--- src/rtl/xpdr_pkg.sv ---
package xpdr_pkg;

  typedef enum logic [2:0] {
    EV_START   = 3'd0,
    EV_RSTART  = 3'd1,
    EV_STOP    = 3'd2,
    EV_ADR_RD  = 3'd3,
    EV_ADR_WR  = 3'd4,
    EV_DAT_RD  = 3'd5,
    EV_DAT_WR  = 3'd6,
    EV_RSVD    = 3'd7
  } ev_code_e;

  typedef enum logic [2:0] {
    ST_IDLE  = 3'd0,
    ST_ADDR  = 3'd1,
    ST_PTR   = 3'd2,
    ST_WDATA = 3'd3,
    ST_RADDR = 3'd4,
    ST_RDATA = 3'd5
  } mon_state_e;

  typedef struct packed {
    logic start;
    logic rstart;
    logic stop;
    logic adr_rd;
    logic adr_wr;
    logic dat_rd;
    logic dat_wr;
  } ev_flags_t;

endpackage

--- src/rtl/xpdr_evt_dec.sv ---
module xpdr_evt_dec
  import xpdr_pkg::*;
(
  input  logic       valid,
  input  logic [2:0] code,
  output ev_flags_t  flags
);

  always_comb begin
    flags = '0;
    if (valid) begin
      case (ev_code_e'(code))
        EV_START:  flags.start  = 1'b1;
        EV_RSTART: flags.rstart = 1'b1;
        EV_STOP:   flags.stop   = 1'b1;
        EV_ADR_RD: flags.adr_rd = 1'b1;
        EV_ADR_WR: flags.adr_wr = 1'b1;
        EV_DAT_RD: flags.dat_rd = 1'b1;
        EV_DAT_WR: flags.dat_wr = 1'b1;
        default:   flags = '0;
      endcase
    end
  end

endmodule

--- src/rtl/xpdr_addr_chk.sv ---
module xpdr_addr_chk #(
  parameter int ADDR_W = 7,
  parameter int BASE   = 32,
  parameter int SPAN   = 2
) (
  input  logic [ADDR_W-1:0] addr,
  output logic              ok
);

  localparam int LIMIT = BASE + SPAN;

  logic [31:0] addr_ext;

  assign addr_ext = {{(32-ADDR_W){1'b0}}, addr};
  assign ok = (addr_ext >= 32'(BASE)) && (addr_ext < 32'(LIMIT));

endmodule

--- src/rtl/xpdr_seq.sv ---
module xpdr_seq
  import xpdr_pkg::*;
#(
  parameter int DATA_W   = 8,
  parameter int ADDR_W   = 7,
  parameter int NUM_REGS = 4
) (
  input  logic              clk,
  input  logic              rst_n,
  input  ev_flags_t         flags,
  input  logic [DATA_W-1:0] evt_byte,
  input  logic              addr_ok,
  output logic              rpt_valid,
  output logic              rpt_ptr,
  output logic              rpt_read,
  output logic [DATA_W-1:0] rpt_reg,
  output logic [DATA_W-1:0] rpt_value,
  output logic              rpt_bad_reg,
  output logic              warn,
  output logic [ADDR_W-1:0] dev_addr
);

  mon_state_e        state_q, state_d;
  logic [DATA_W-1:0] ptr_q, ptr_d;
  logic [ADDR_W-1:0] dev_q, dev_d;
  logic              is_adr;
  logic              ev_en;

  assign is_adr = flags.adr_rd | flags.adr_wr;
  assign ev_en  = |flags;

  always_comb begin
    state_d   = state_q;
    ptr_d     = ptr_q;
    dev_d     = dev_q;
    rpt_valid = 1'b0;
    rpt_ptr   = 1'b0;
    rpt_read  = 1'b0;
    warn      = 1'b0;
    case (state_q)
      ST_IDLE: begin
        if (flags.start) state_d = ST_ADDR;
      end
      ST_ADDR: begin
        if (is_adr) begin
          if (addr_ok) begin
            dev_d   = evt_byte[ADDR_W-1:0];
            state_d = ST_PTR;
          end else begin
            warn    = 1'b1;
            dev_d   = '0;
            state_d = ST_IDLE;
          end
        end
      end
      ST_PTR: begin
        if (flags.dat_wr) begin
          ptr_d     = evt_byte;
          rpt_valid = 1'b1;
          rpt_ptr   = 1'b1;
          state_d   = ST_WDATA;
        end
      end
      ST_WDATA: begin
        if (flags.rstart) begin
          state_d = ST_RADDR;
        end else if (flags.dat_wr) begin
          rpt_valid = 1'b1;
        end else if (flags.stop) begin
          dev_d   = '0;
          state_d = ST_IDLE;
        end
      end
      ST_RADDR: begin
        if (flags.adr_rd) begin
          if (addr_ok) begin
            dev_d   = evt_byte[ADDR_W-1:0];
            state_d = ST_RDATA;
          end else begin
            warn    = 1'b1;
            dev_d   = '0;
            state_d = ST_IDLE;
          end
        end
      end
      ST_RDATA: begin
        if (flags.dat_rd) begin
          rpt_valid = 1'b1;
          rpt_read  = 1'b1;
        end else if (flags.stop) begin
          dev_d   = '0;
          state_d = ST_IDLE;
        end
      end
      default: begin
        dev_d   = '0;
        state_d = ST_IDLE;
      end
    endcase
  end

  assign rpt_reg     = rpt_ptr ? evt_byte : ptr_q;
  assign rpt_value   = evt_byte;
  assign rpt_bad_reg = rpt_valid && (rpt_reg >= DATA_W'(NUM_REGS));
  assign dev_addr    = dev_q;

  always_ff @(posedge clk or negedge rst_n) begin
    if (!rst_n) begin
      state_q <= ST_IDLE;
      ptr_q   <= '0;
      dev_q   <= '0;
    end else if (ev_en) begin
      state_q <= state_d;
      ptr_q   <= ptr_d;
      dev_q   <= dev_d;
    end
  end

endmodule

--- src/rtl/xpdr_mirror.sv ---
module xpdr_mirror #(
  parameter int W = 8
) (
  input  logic         clk,
  input  logic         rst_n,
  input  logic         wr_en,
  input  logic [W-1:0] wr_data,
  output logic [W-1:0] lines
);

  for (genvar i = 0; i < W; i++) begin : g_bit
    always_ff @(posedge clk or negedge rst_n) begin
      if (!rst_n) begin
        lines[i] <= 1'b1;
      end else if (wr_en) begin
        lines[i] <= wr_data[i];
      end
    end
  end

endmodule

--- src/rtl/xpdr_txn_mon.sv ---
module xpdr_txn_mon
  import xpdr_pkg::*;
#(
  parameter int DATA_W   = 8,
  parameter int ADDR_W   = 7,
  parameter int DEV_BASE = 32,
  parameter int DEV_SPAN = 2,
  parameter int NUM_REGS = 4,
  parameter int PORT_REG = 1
) (
  input  logic              clk,
  input  logic              rst_n,
  input  logic              evt_valid,
  input  logic [2:0]        evt_code,
  input  logic [DATA_W-1:0] evt_byte,
  output logic              rpt_valid,
  output logic              rpt_ptr,
  output logic              rpt_read,
  output logic [DATA_W-1:0] rpt_reg,
  output logic [DATA_W-1:0] rpt_value,
  output logic              rpt_bad_reg,
  output logic              warn_addr,
  output logic [ADDR_W-1:0] dev_addr,
  output logic [DATA_W-1:0] port_lines
);

  logic [1:0] rst_sync;
  logic       rst_int_n;
  ev_flags_t  flags;
  logic       addr_ok;
  logic       mirror_wr;

  always_ff @(posedge clk or negedge rst_n) begin
    if (!rst_n) rst_sync <= 2'b00;
    else        rst_sync <= {rst_sync[0], 1'b1};
  end
  assign rst_int_n = rst_sync[1];

  xpdr_evt_dec u_dec (
    .valid (evt_valid),
    .code  (evt_code),
    .flags (flags)
  );

  xpdr_addr_chk #(
    .ADDR_W (ADDR_W),
    .BASE   (DEV_BASE),
    .SPAN   (DEV_SPAN)
  ) u_achk (
    .addr (evt_byte[ADDR_W-1:0]),
    .ok   (addr_ok)
  );

  xpdr_seq #(
    .DATA_W   (DATA_W),
    .ADDR_W   (ADDR_W),
    .NUM_REGS (NUM_REGS)
  ) u_seq (
    .clk         (clk),
    .rst_n       (rst_int_n),
    .flags       (flags),
    .evt_byte    (evt_byte),
    .addr_ok     (addr_ok),
    .rpt_valid   (rpt_valid),
    .rpt_ptr     (rpt_ptr),
    .rpt_read    (rpt_read),
    .rpt_reg     (rpt_reg),
    .rpt_value   (rpt_value),
    .rpt_bad_reg (rpt_bad_reg),
    .warn        (warn_addr),
    .dev_addr    (dev_addr)
  );

  assign mirror_wr = rpt_valid && !rpt_ptr && !rpt_read &&
                     (rpt_reg == DATA_W'(PORT_REG));

  xpdr_mirror #(.W(DATA_W)) u_mirror (
    .clk     (clk),
    .rst_n   (rst_int_n),
    .wr_en   (mirror_wr),
    .wr_data (rpt_value),
    .lines   (port_lines)
  );

endmodule

--- config.mk ---
export PLATFORM = sky130hd
export DESIGN_NAME = xpdr_txn_mon
export DESIGN_NICKNAME = d
export VERILOG_FILES = /design/src/rtl/xpdr_pkg.sv /design/src/rtl/xpdr_evt_dec.sv /design/src/rtl/xpdr_addr_chk.sv /design/src/rtl/xpdr_seq.sv /design/src/rtl/xpdr_mirror.sv /design/src/rtl/xpdr_txn_mon.sv
export SDC_FILE = /design/constraint.sdc
export NUM_CORES = 1
export LEC_CHECK = 0
export BUFFER_PORTS_ARGS = -buffer_cell sky130_fd_sc_hd__buf_2
export CAP_MARGIN = 20
export CORE_ASPECT_RATIO = 2
export CORE_MARGIN = 2
export CORE_UTILIZATION = 46
export DETAILED_ROUTE_END_ITERATION = 8
export PLACE_DENSITY = 0.72
export SETUP_SLACK_MARGIN = 0.15
export SYNTH_ARGS = -nofsm -noshare
export SYNTH_HDL_FRONTEND = slang
export SYNTH_SLANG_ARGS = --single-unit
export TNS_END_PERCENT = 50
--- constraint.sdc ---
create_clock -name clk -period 2.3 [get_ports clk]
set_input_delay 0.46 -clock clk [delete_from_list [all_inputs] [get_ports clk]]
set_output_delay 0.46 -clock clk [all_outputs]
set_load 0.005 [all_outputs]
Word level (Yosys, flattened, before mapping)
Index checks and enable logic that the tools add are counted.

Reduce and logical (&&, ||, !) cells: 14. Equality and inequality tests: 20. Bitwise operators: 2. Order comparisons: 3. Mux-type cells: 38.

Operators with widths (number): 7-bit 2-to-1 mux (8); 7-bit one-hot mux with 5 select lines (1); 3-bit 2-to-1 mux (9); 3-bit one-hot mux with 6 select lines (1); 3-bit equality test (second input constant) (5); 1-bit 2-to-1 mux (15); 7-bit AND reduction (2); 3-bit by 2-bit equality test with 1-bit output (second input constant) (4); 2-bit inequality test (second input constant) (5); 8-bit by 1-bit equality test with 1-bit output (second input constant) (1); 8-bit by 3-bit >= comparator with 1-bit output (second input constant) (1); 8-bit 2-to-1 mux (1); 7-bit by 6-bit >= comparator with 1-bit output (second input constant) (1); 7-bit by 6-bit less-than comparator with 1-bit output (second input constant) (1); 7-bit OR reduction (1); 3-bit by 1-bit equality test with 1-bit output (second input constant) (2); 3-bit zero test (2); 1-bit logical AND (5); 2-bit by 1-bit inequality test with 1-bit output (second input constant) (2); 3-bit inequality test (second input constant) (1); 1-bit one-hot mux with 3 select lines (1); 3-bit AND reduction (1); 1-bit zero test (2); 2-bit 2-to-1 mux (1); 4 further kinds (4).

Logic and storage cells: 89. Output and inout port bits: 36. Input bits: 14. Bits in registers: 28.

Longest topological paths before layout
Gate-level depths: netlist (run 1).

Depth in word-level cells: 9. Depth in mapped cells: 6.

Cells and area by module
Synthesis (run 1) repeated with hierarchy kept, for this count alone.

Cells, all modules: 153. Area, all modules: 1775.5 um^2.

By module, submodules not included: xpdr_seq (cells each 120, instances 1, sequential area each 450.4 um^2, area an instance 1238.7 um^2); xpdr_mirror (cells each 17, instances 1, sequential area each 210.2 um^2, area an instance 341.6 um^2); xpdr_txn_mon (cells each 7, instances 1, sequential area each 50.0 um^2, area an instance 88.8 um^2); xpdr_evt_dec (cells each 7, instances 1, sequential area each 0.0 um^2, area an instance 86.3 um^2); xpdr_addr_chk (cells each 2, instances 1, sequential area each 0.0 um^2, area an instance 20.0 um^2).

Worst setup path before layout (run 1)
Ideal clock, no wire load.

Path kind: input to output. Start point: in evt_code[0]. End point: out rpt_reg[0]. Path buffers: 2. Slack: -0.095 ns. Stages on the path: 5. Required time: 1.840 ns. Data arrival time: 1.935 ns. Cell sequence: buf_2 nand2b_1 nor4_4 buf_4 mux2_2.

Longest elaborated chain between the ends: 6.

RTL lines: start, declared (RTL line xpdr_txn_mon.sv:14) `input logic [2:0] evt_code,`; 3-bit equality test (RTL line xpdr_evt_dec.sv:12) `case (ev_code_e'(code))`; 1-bit 2-to-1 mux (RTL line xpdr_evt_dec.sv:12); 7-bit 2-to-1 mux (RTL line xpdr_evt_dec.sv:11) `if (valid) begin`; 1-bit 2-to-1 mux (RTL line xpdr_seq.sv:57) `if (flags.dat_wr) begin`; 1-bit 2-to-1 mux (RTL line xpdr_seq.sv:40) `case (state_q)`; named net rpt_ptr (RTL line xpdr_txn_mon.sv:17) `output logic rpt_ptr,`; 8-bit 2-to-1 mux (RTL line xpdr_seq.sv:102) `assign rpt_reg = rpt_ptr ? evt_byte : ptr_q;`; end, declared (RTL line xpdr_txn_mon.sv:19) `output logic [DATA_W-1:0] rpt_reg,`.

The timed path passes the listed nets, and every way through them passes these cells.

Worst setup path in the final report (run 1)
Start point: in evt_byte[4]. End point: out warn_addr.

Longest elaborated chain between the ends: 5.

RTL lines: start, declared (RTL line xpdr_txn_mon.sv:15) `input logic [DATA_W-1:0] evt_byte,`; 7-bit by 6-bit >= comparator with 1-bit output or 7-bit by 6-bit less-than comparator with 1-bit output (tied branches) (RTL line xpdr_addr_chk.sv:15) `assign ok = (addr_ext >= 32'(BASE)) && (addr_ext < 32'(LIMIT));`; 1-bit logical AND (*) (RTL line xpdr_addr_chk.sv:15); 1-bit 2-to-1 mux (*) (RTL line xpdr_seq.sv:46, xpdr_seq.sv:76); 1-bit 2-to-1 mux (on tied branches) (RTL line xpdr_seq.sv:75, xpdr_seq.sv:45); 1-bit one-hot mux with 2 select lines (*) (RTL line xpdr_seq.sv:40); end, declared (RTL line xpdr_txn_mon.sv:22) `output logic warn_addr,`.

Every way passes the cells marked *; elsewhere a longest branch is shown, timed or not.

==> impl_metrics.env, run 1 <==
export IMPL_insertion_delay_ps=270
export IMPL_flow_area_growth_from_synthesis_pct=36.4
export IMPL_worst_clock_skew_ps=2.25
export IMPL_tightestPinTransition_ps=661
export IMPL_synth_mux_area_fraction=0.181
export IMPL_netlist_top_cells_count="sky130_fd_sc_hd__mux2_2 (24), sky130_fd_sc_hd__dfrtp_1 (20), sky130_fd_sc_hd__nor2b_1 (12)"
export IMPL_detail_route_first_pass_iterations=4
export IMPL_timing_final_crit_share=0.971
export IMPL_grt_setup_unrepaired="true"
export IMPL_fillers=279
export IMPL_synth_top_area_cell="sky130_fd_sc_hd__dfrtp_1"
export IMPL_design_portCount=50
export IMPL_yosys_area_top_type_share=0.310
export IMPL_synth_net_count=161
export IMPL_synth_cells=147
export IMPL_global_route_usage_total=0.204
export IMPL_gr_total_overflow=0
export IMPL_drt_iter0_markers=25
export IMPL_max_vdd_ir_drop_mv=0.628
export IMPL_regToRegStartpoint="u_seq.state_q[1]"
export IMPL_drc=0
export IMPL_synth_compound_area_share=0.0946
export IMPL_seq_area_frac_synth=0.440
export IMPL_cts_root_buf="sky130_fd_sc_hd__clkbuf_8"
export IMPL_cp_max_fo=5
export IMPL_async_flop_share=1.00
export IMPL_drtAntennaViolNets=0
export IMPL_yosys_most_used_dff="sky130_fd_sc_hd__dfrtp_1"
export IMPL_synth_xor_area_frac=0
export IMPL_final_layout_size_suffix_gt1_frac=0.600
export IMPL_final_setup_violation_count=0
export IMPL_worst_reg2reg_setup_slack_ps=290
export IMPL_routed_wirelength_mm=4.07
export IMPL_slew_viol_final=0
export IMPL_max_cap_violations=0
export IMPL_hold_viol=0
export IMPL_synth_enable_flop_cells=0
export IMPL_critical_path_endpoint_type="output port"
export IMPL_number_of_warnings_reported_in_the_yosys_synthesis_log=0
export IMPL_finalWeightedCongestion=0.937
export IMPL_synth_simple_gate_area_share=0.214
export IMPL_setup_ws_ps=67.7
export IMPL_count_of_nets_after_finishing=225
export IMPL_total_negative_slack_ps=0
export IMPL_relSlewSlack=0.559
export IMPL_yosys_cell_count_top_type="sky130_fd_sc_hd__mux2_2"
export IMPL_numCtsBuffers=3
export IMPL_leakagePower_nw=1.07
export IMPL_postPlaceCellArea_mm2=0.00193
export IMPL_die_w_um=45.9
export IMPL_synth_top_cells_by_area="sky130_fd_sc_hd__dfrtp_1 (31%), sky130_fd_sc_hd__mux2_2 (17%), sky130_fd_sc_hd__dfstp_2 (13%)"
export IMPL_syn_avg_cell_area_um2=11.0
export IMPL_cp_start_kind="input pin"
export IMPL_synth_top_family_by_area="simple AND/OR/NAND/NOR gates"
export IMPL_fin_crit_ps=2230
export IMPL_hp_class="reg2async"
export IMPL_global_route_wire_length_before_repair_mm=6.13
export IMPL_n_antenna_cell=0
export IMPL_tritoncts="done"
export IMPL_required_ps=1840
export IMPL_dr_total_vias=1364
export IMPL_initial_utilization=0.478
export IMPL_run_status="finished clean"
export IMPL_fp_coreArea_mm2=0.00338
export IMPL_grt_start_max_net_pins=19
export IMPL_vias_per_cell=5.64
export IMPL_tritoncts_num_sinks=28
export IMPL_worstReg2RegEnd="u_seq.dev_addr[5]"
export IMPL_drt_wirelength_per_cell_um=16.8
export IMPL_clock_tree_buffer_depth=2
export IMPL_fp_dieH_um=87.8
export IMPL_setup_worst_path_class="in2out"
export IMPL_power_density_cell_area_mw_per_mm2=898
export IMPL_cp_arrival_ps=1770
export IMPL_clkSlewWorstSetupHoldPaths_ps=90
export IMPL_worstRegToRegCells=5
export IMPL_ys_seq_elements=28
export IMPL_placement_rows=30
export IMPL_postLayoutCellArea_mm2=0.00220
export IMPL_synth_distinct_cells=41
export IMPL_grt_antenna_before_repair=0
export IMPL_place_detailed_hpwl_mm=3.01
export IMPL_numPortBuffers=49
export IMPL_htree_levels=1
export IMPL_total_power_mw=1.98
export IMPL_max_freq_mhz=448
export IMPL_syn_cell_area_mm2=0.00161
export IMPL_number_of_global_route_vias_before_repair=1383
export IMPL_die_area_mm2=0.00403
export IMPL_yosys_area_share_adder=0
export IMPL_place_worst_setup_slack_ps=58.5
## cell usage in the layout (no fill, tap or decap), types with 4 or more instances in the layout
master	netlist	routed
sky130_fd_sc_hd__a21oi_1	7	7
sky130_fd_sc_hd__buf_2	4	42
sky130_fd_sc_hd__buf_4	9	21
sky130_fd_sc_hd__buf_6	1	8
sky130_fd_sc_hd__dfrtp_1	20	17
sky130_fd_sc_hd__dfstp_2	8	8
sky130_fd_sc_hd__mux2_2	24	16
sky130_fd_sc_hd__mux2_4	0	8
sky130_fd_sc_hd__nand2_1	7	6
sky130_fd_sc_hd__nor2_1	9	9
sky130_fd_sc_hd__nor2b_1	12	12
sky130_fd_sc_hd__nor3_1	4	4
## worst max path at each step
stage / startpoint / end / slack [ps]
global placement: evt_byte[6] / warn_addr / 80
floorplan: evt_code[2] / rpt_reg[0] / 150
detailed placement: evt_byte[4] / warn_addr / 60
finish: evt_byte[4] / warn_addr / 70
CTS: u_seq.state_q[2] / rpt_reg[6] / 6
global route: u_seq.state_q[0] / rpt_reg[4] / 30
## cells by family (layout without fill, tap and decap cells)
| group | after synthesis | count (layout) |
|---|---|---|
| AOI/OAI and AO/OA | 21 | 21 |
| buffers and inverters | 17 | 80 |
| DFF | 28 | 28 |
| muxes | 26 | 26 |
| other | 1 | 1 |
| and+or+nand+nor | 54 | 54 |
## worst max-delay path, stage by stage
cell	delay [ps]
sky130_fd_sc_hd__buf_6	100
sky130_fd_sc_hd__or4_4	530
sky130_fd_sc_hd__or3b_4	410
sky130_fd_sc_hd__nand4_1	100
sky130_fd_sc_hd__a21oi_1	40
sky130_fd_sc_hd__buf_2	120
## registers in the layout, indices dropped and copies added, names as in the netlist
register        cells
rst_sync            2
u_mirror.lines      8
u_seq.dev_addr      7
u_seq.ptr_q         8
u_seq.state_q       3
## per-stage QoR
| step | hold WS, ps | cells | util |
|---|---|---|---|
| after floorplan | 164 | 147 | - |
| after global placement | 246 | 222 | 0.572 |
| after detailed placement | 248 | 222 | 0.572 |
| after CTS | 305 | 231 | 0.605 |
| after global routing | 353 | 242 | 0.651 |
| final | 279 | 242 | 0.651 |
## timing repair
action	CTS	global route
gates cloned	0	1
gates resized for setup	1	13
endpoints found under the hold margin	2	0
endpoints found under the setup margin	10	10
hold buffers	1	0
setup buffers	4	10
pin swaps	0	3
## cell type report
class / count / area, µm² / area share
inverters: 2 / 7.51 / 0.00341
clock buffers: 3 / 41.3 / 0.0188
repair buffers: 74 / 513 / 0.233
flip-flops and latches: 28 / 714 / 0.325
clock inverters: 1 / 30.0 / 0.0136
well taps: 32 / 40.0 / 0.0182
multi-input cells: 102 / 855 / 0.388
## layer usage
layer	vias to the layer above	track usage	part of all wire
li1	645	-	-
met3	6	0.0124	0.022
met5	-	0	0
met4	0	0.0909	0.016
met1	677	0.201	0.35
met2	36	0.396	0.61
## report_power, final
part | leakage [nW] | internal, mW | switching [mW]
combinational | 0.695 | 0.505 | 0.358
sequential | 0.335 | 0.613 | 0.124
clock | 0.0357 | 0.233 | 0.144
(Power assumes the default switching activity.)
==> run 2: changes to the inputs <==
- CORE_UTILIZATION: 46 -> 48
- CTS_BUF_LIST: unset -> sky130_fd_sc_hd__clkbuf_2
- PLACE_DENSITY: 0.72 -> 0.75
- SETUP_SLACK_MARGIN: 0.15 -> unset
==> impl_metrics.env, run 2 (synthesis gave the netlist of run 1 again) <==
export IMPL_timing_final_crit_share=1.02
export IMPL_grtUsageMet2=0.408
export IMPL_die_area_mm2=0.00387
export IMPL_max_freq_mhz=425
export IMPL_tightestPinTransition_ps=882
export IMPL_global_route_usage_total=0.226
export IMPL_tritoncts_num_sinks=28
export IMPL_postLayoutCellArea_mm2=0.00209
export IMPL_initial_utilization=0.505
export IMPL_commonest_cells_after_routing_fill_and_taps_aside="sky130_fd_sc_hd__buf_2 (41), sky130_fd_sc_hd__dfrtp_1 (18), sky130_fd_sc_hd__mux2_2 (16), sky130_fd_sc_hd__buf_4 (15), sky130_fd_sc_hd__nor2b_1 (12)"
export IMPL_flow_area_growth_from_synthesis_pct=29.3
export IMPL_htree_levels=1
export IMPL_critPathMaxStageDelay_ps=430
export IMPL_violated_checks="setup timing"
export IMPL_setup_worst_path_class="reg2out"
export IMPL_drc=0
export IMPL_number_of_global_route_vias_before_repair=1414
export IMPL_total_power_mw=1.91
export IMPL_power_density_cell_area_mw_per_mm2=913
export IMPL_drtAntennaViolNets=0
export IMPL_run_status="complete, but fails checks"
export IMPL_detail_route_first_pass_iterations=4
export IMPL_leakagePower_nw=1.01
export IMPL_grt_antenna_before_repair=0
export IMPL_dr_total_vias=1359
export IMPL_dpl_cell_count=224
export IMPL_placement_rows=29
export IMPL_final_setup_violation_count=10
export IMPL_gr_total_overflow=0
export IMPL_slew_viol_final=0
export IMPL_die_w_um=45.0
export IMPL_groute_layer_met3_usage=0.0189
export IMPL_hold_ws_ps=368
export IMPL_n_antenna_cell=0
export IMPL_critical_path_endpoint_type="output port"
export IMPL_cts_root_buf="sky130_fd_sc_hd__clkbuf_2"
export IMPL_routed_wirelength_mm=3.93
export IMPL_fp_dieH_um=86.0
export IMPL_critical_path_most_common_cell="sky130_fd_sc_hd__buf_4"
export IMPL_drt_iter0_markers=28
export IMPL_path_cells="buf_4, buf_4, or2b_1, o22a_1, nor2_2, o211a_1, buf_2"
export IMPL_postPlaceCellArea_mm2=0.00190
export IMPL_hp_class="reg2async"
export IMPL_place_detailed_hpwl_mm=2.81
export IMPL_grt_setup_unrepaired="true"
export IMPL_cp_max_fo=5
export IMPL_worst_reg2reg_setup_slack_ps=240
export IMPL_cp_start_kind="register"
export IMPL_place_worst_setup_slack_ps=56.6
export IMPL_vias_per_cell=5.81
export IMPL_critPathSlowestCell="sky130_fd_sc_hd__dfrtp_2"
export IMPL_worst_clock_skew_ps=13.1
export IMPL_final_layout_size_suffix_gt1_frac=0.576
export IMPL_layout_cells_most_common="sky130_fd_sc_hd__buf_2"
export IMPL_global_route_wire_length_before_repair_mm=6.62
export IMPL_fin_cells=234
export IMPL_hold_viol=0
export IMPL_cp_arrival_ps=1890
export IMPL_clkSlewWorstSetupHoldPaths_ps=250
export IMPL_global_route_usage_met1=0.251
export IMPL_fp_coreArea_mm2=0.00319
export IMPL_drt_wirelength_per_cell_um=16.8
export IMPL_max_cap_violations=0
export IMPL_insertion_delay_ps=350
export IMPL_tritoncts="done"
export IMPL_count_of_nets_after_finishing=218
export IMPL_finalCoreUtilization=0.654
export IMPL_design_portCount=50
export IMPL_setup_ws_ps=-50.5
export IMPL_relSlewSlack=0.412
export IMPL_max_vdd_ir_drop_mv=0.694
export IMPL_total_negative_slack_ps=-319
export IMPL_numPortBuffers=49
export IMPL_fin_crit_ps=2350
export IMPL_busiest_layer="met2"
export IMPL_grt_start_max_net_pins=24
export IMPL_numCtsBuffers=3
export IMPL_finalWeightedCongestion=0.891
export IMPL_required_ps=1840
export IMPL_clock_tree_buffer_depth=2
==> run 2: cell count changes in the layout (fill, tap and decap cells not counted), sizes merged <==
cell | previous run | this run
buf | 72 | 66
clkbuf | 4 | 3
==> run 2: worst paths after layout <==
| kind | endpoint | start | depth (start not counted) |
|---|---|---|---|
| hold / removal | u_seq.state_q[1] | rst_sync[1] | 0 |
| setup reg to reg | u_seq.state_q[2] | u_seq.state_q[2] | 8 |
| max in group asynchronous | u_mirror.lines[4] | rst_sync[1] | 1 |
| min in group clk | u_seq.dev_addr[0] | evt_byte[0] | 3 |
| setup / recovery | rpt_bad_reg | u_seq.state_q[2] | 7 |
| hold reg to reg | u_seq.state_q[1] | rst_sync[1] | 0 |
==> run 2: critical path: cells and delay by family, from the launching register on <==
| family | cells | cell delay [ps] |
|---|---|---|
| simple gates | 2 | 440 |
| flops | 1 | 430 |
| compound gates | 2 | 340 |
| buf+inv | 3 | 350 |
==> run 2: layout make-up <==
| type | instances | area [µm²] |
|---|---|---|
| fillers | 248 | 1110 |
| clock inverters | 1 | 30.0 |
| multi-input cells | 102 | 833 |
| well taps | 31 | 38.8 |
| repair buffers | 67 | 449 |
| flip-flops and latches | 28 | 713 |
| inverters | 2 | 7.51 |
| clock buffers | 3 | 15.0 |
==> run 2: repair_timing <==
item,CTS,global route
hold endpoints to repair,2,0
gates resized for setup,21,1
setup buffers,5,1
setup endpoints to repair,10,11
pin swaps,0,2
hold buffers,1,0
==> run 2: power by group <==
part	switching, mW	internal [mW]
Combinational	0.368	0.516
Clock	0.139	0.150
Sequential	0.124	0.611
Total	0.630	1.28
==> run 2: layer usage <==
layer	wire [µm]	share of wire	vias to the layer above
met5	0	0	-
met4	106	0.027	0
met3	183	0.047	12
met2	2230	0.57	58
met1	1410	0.36	663
li1	-	-	626
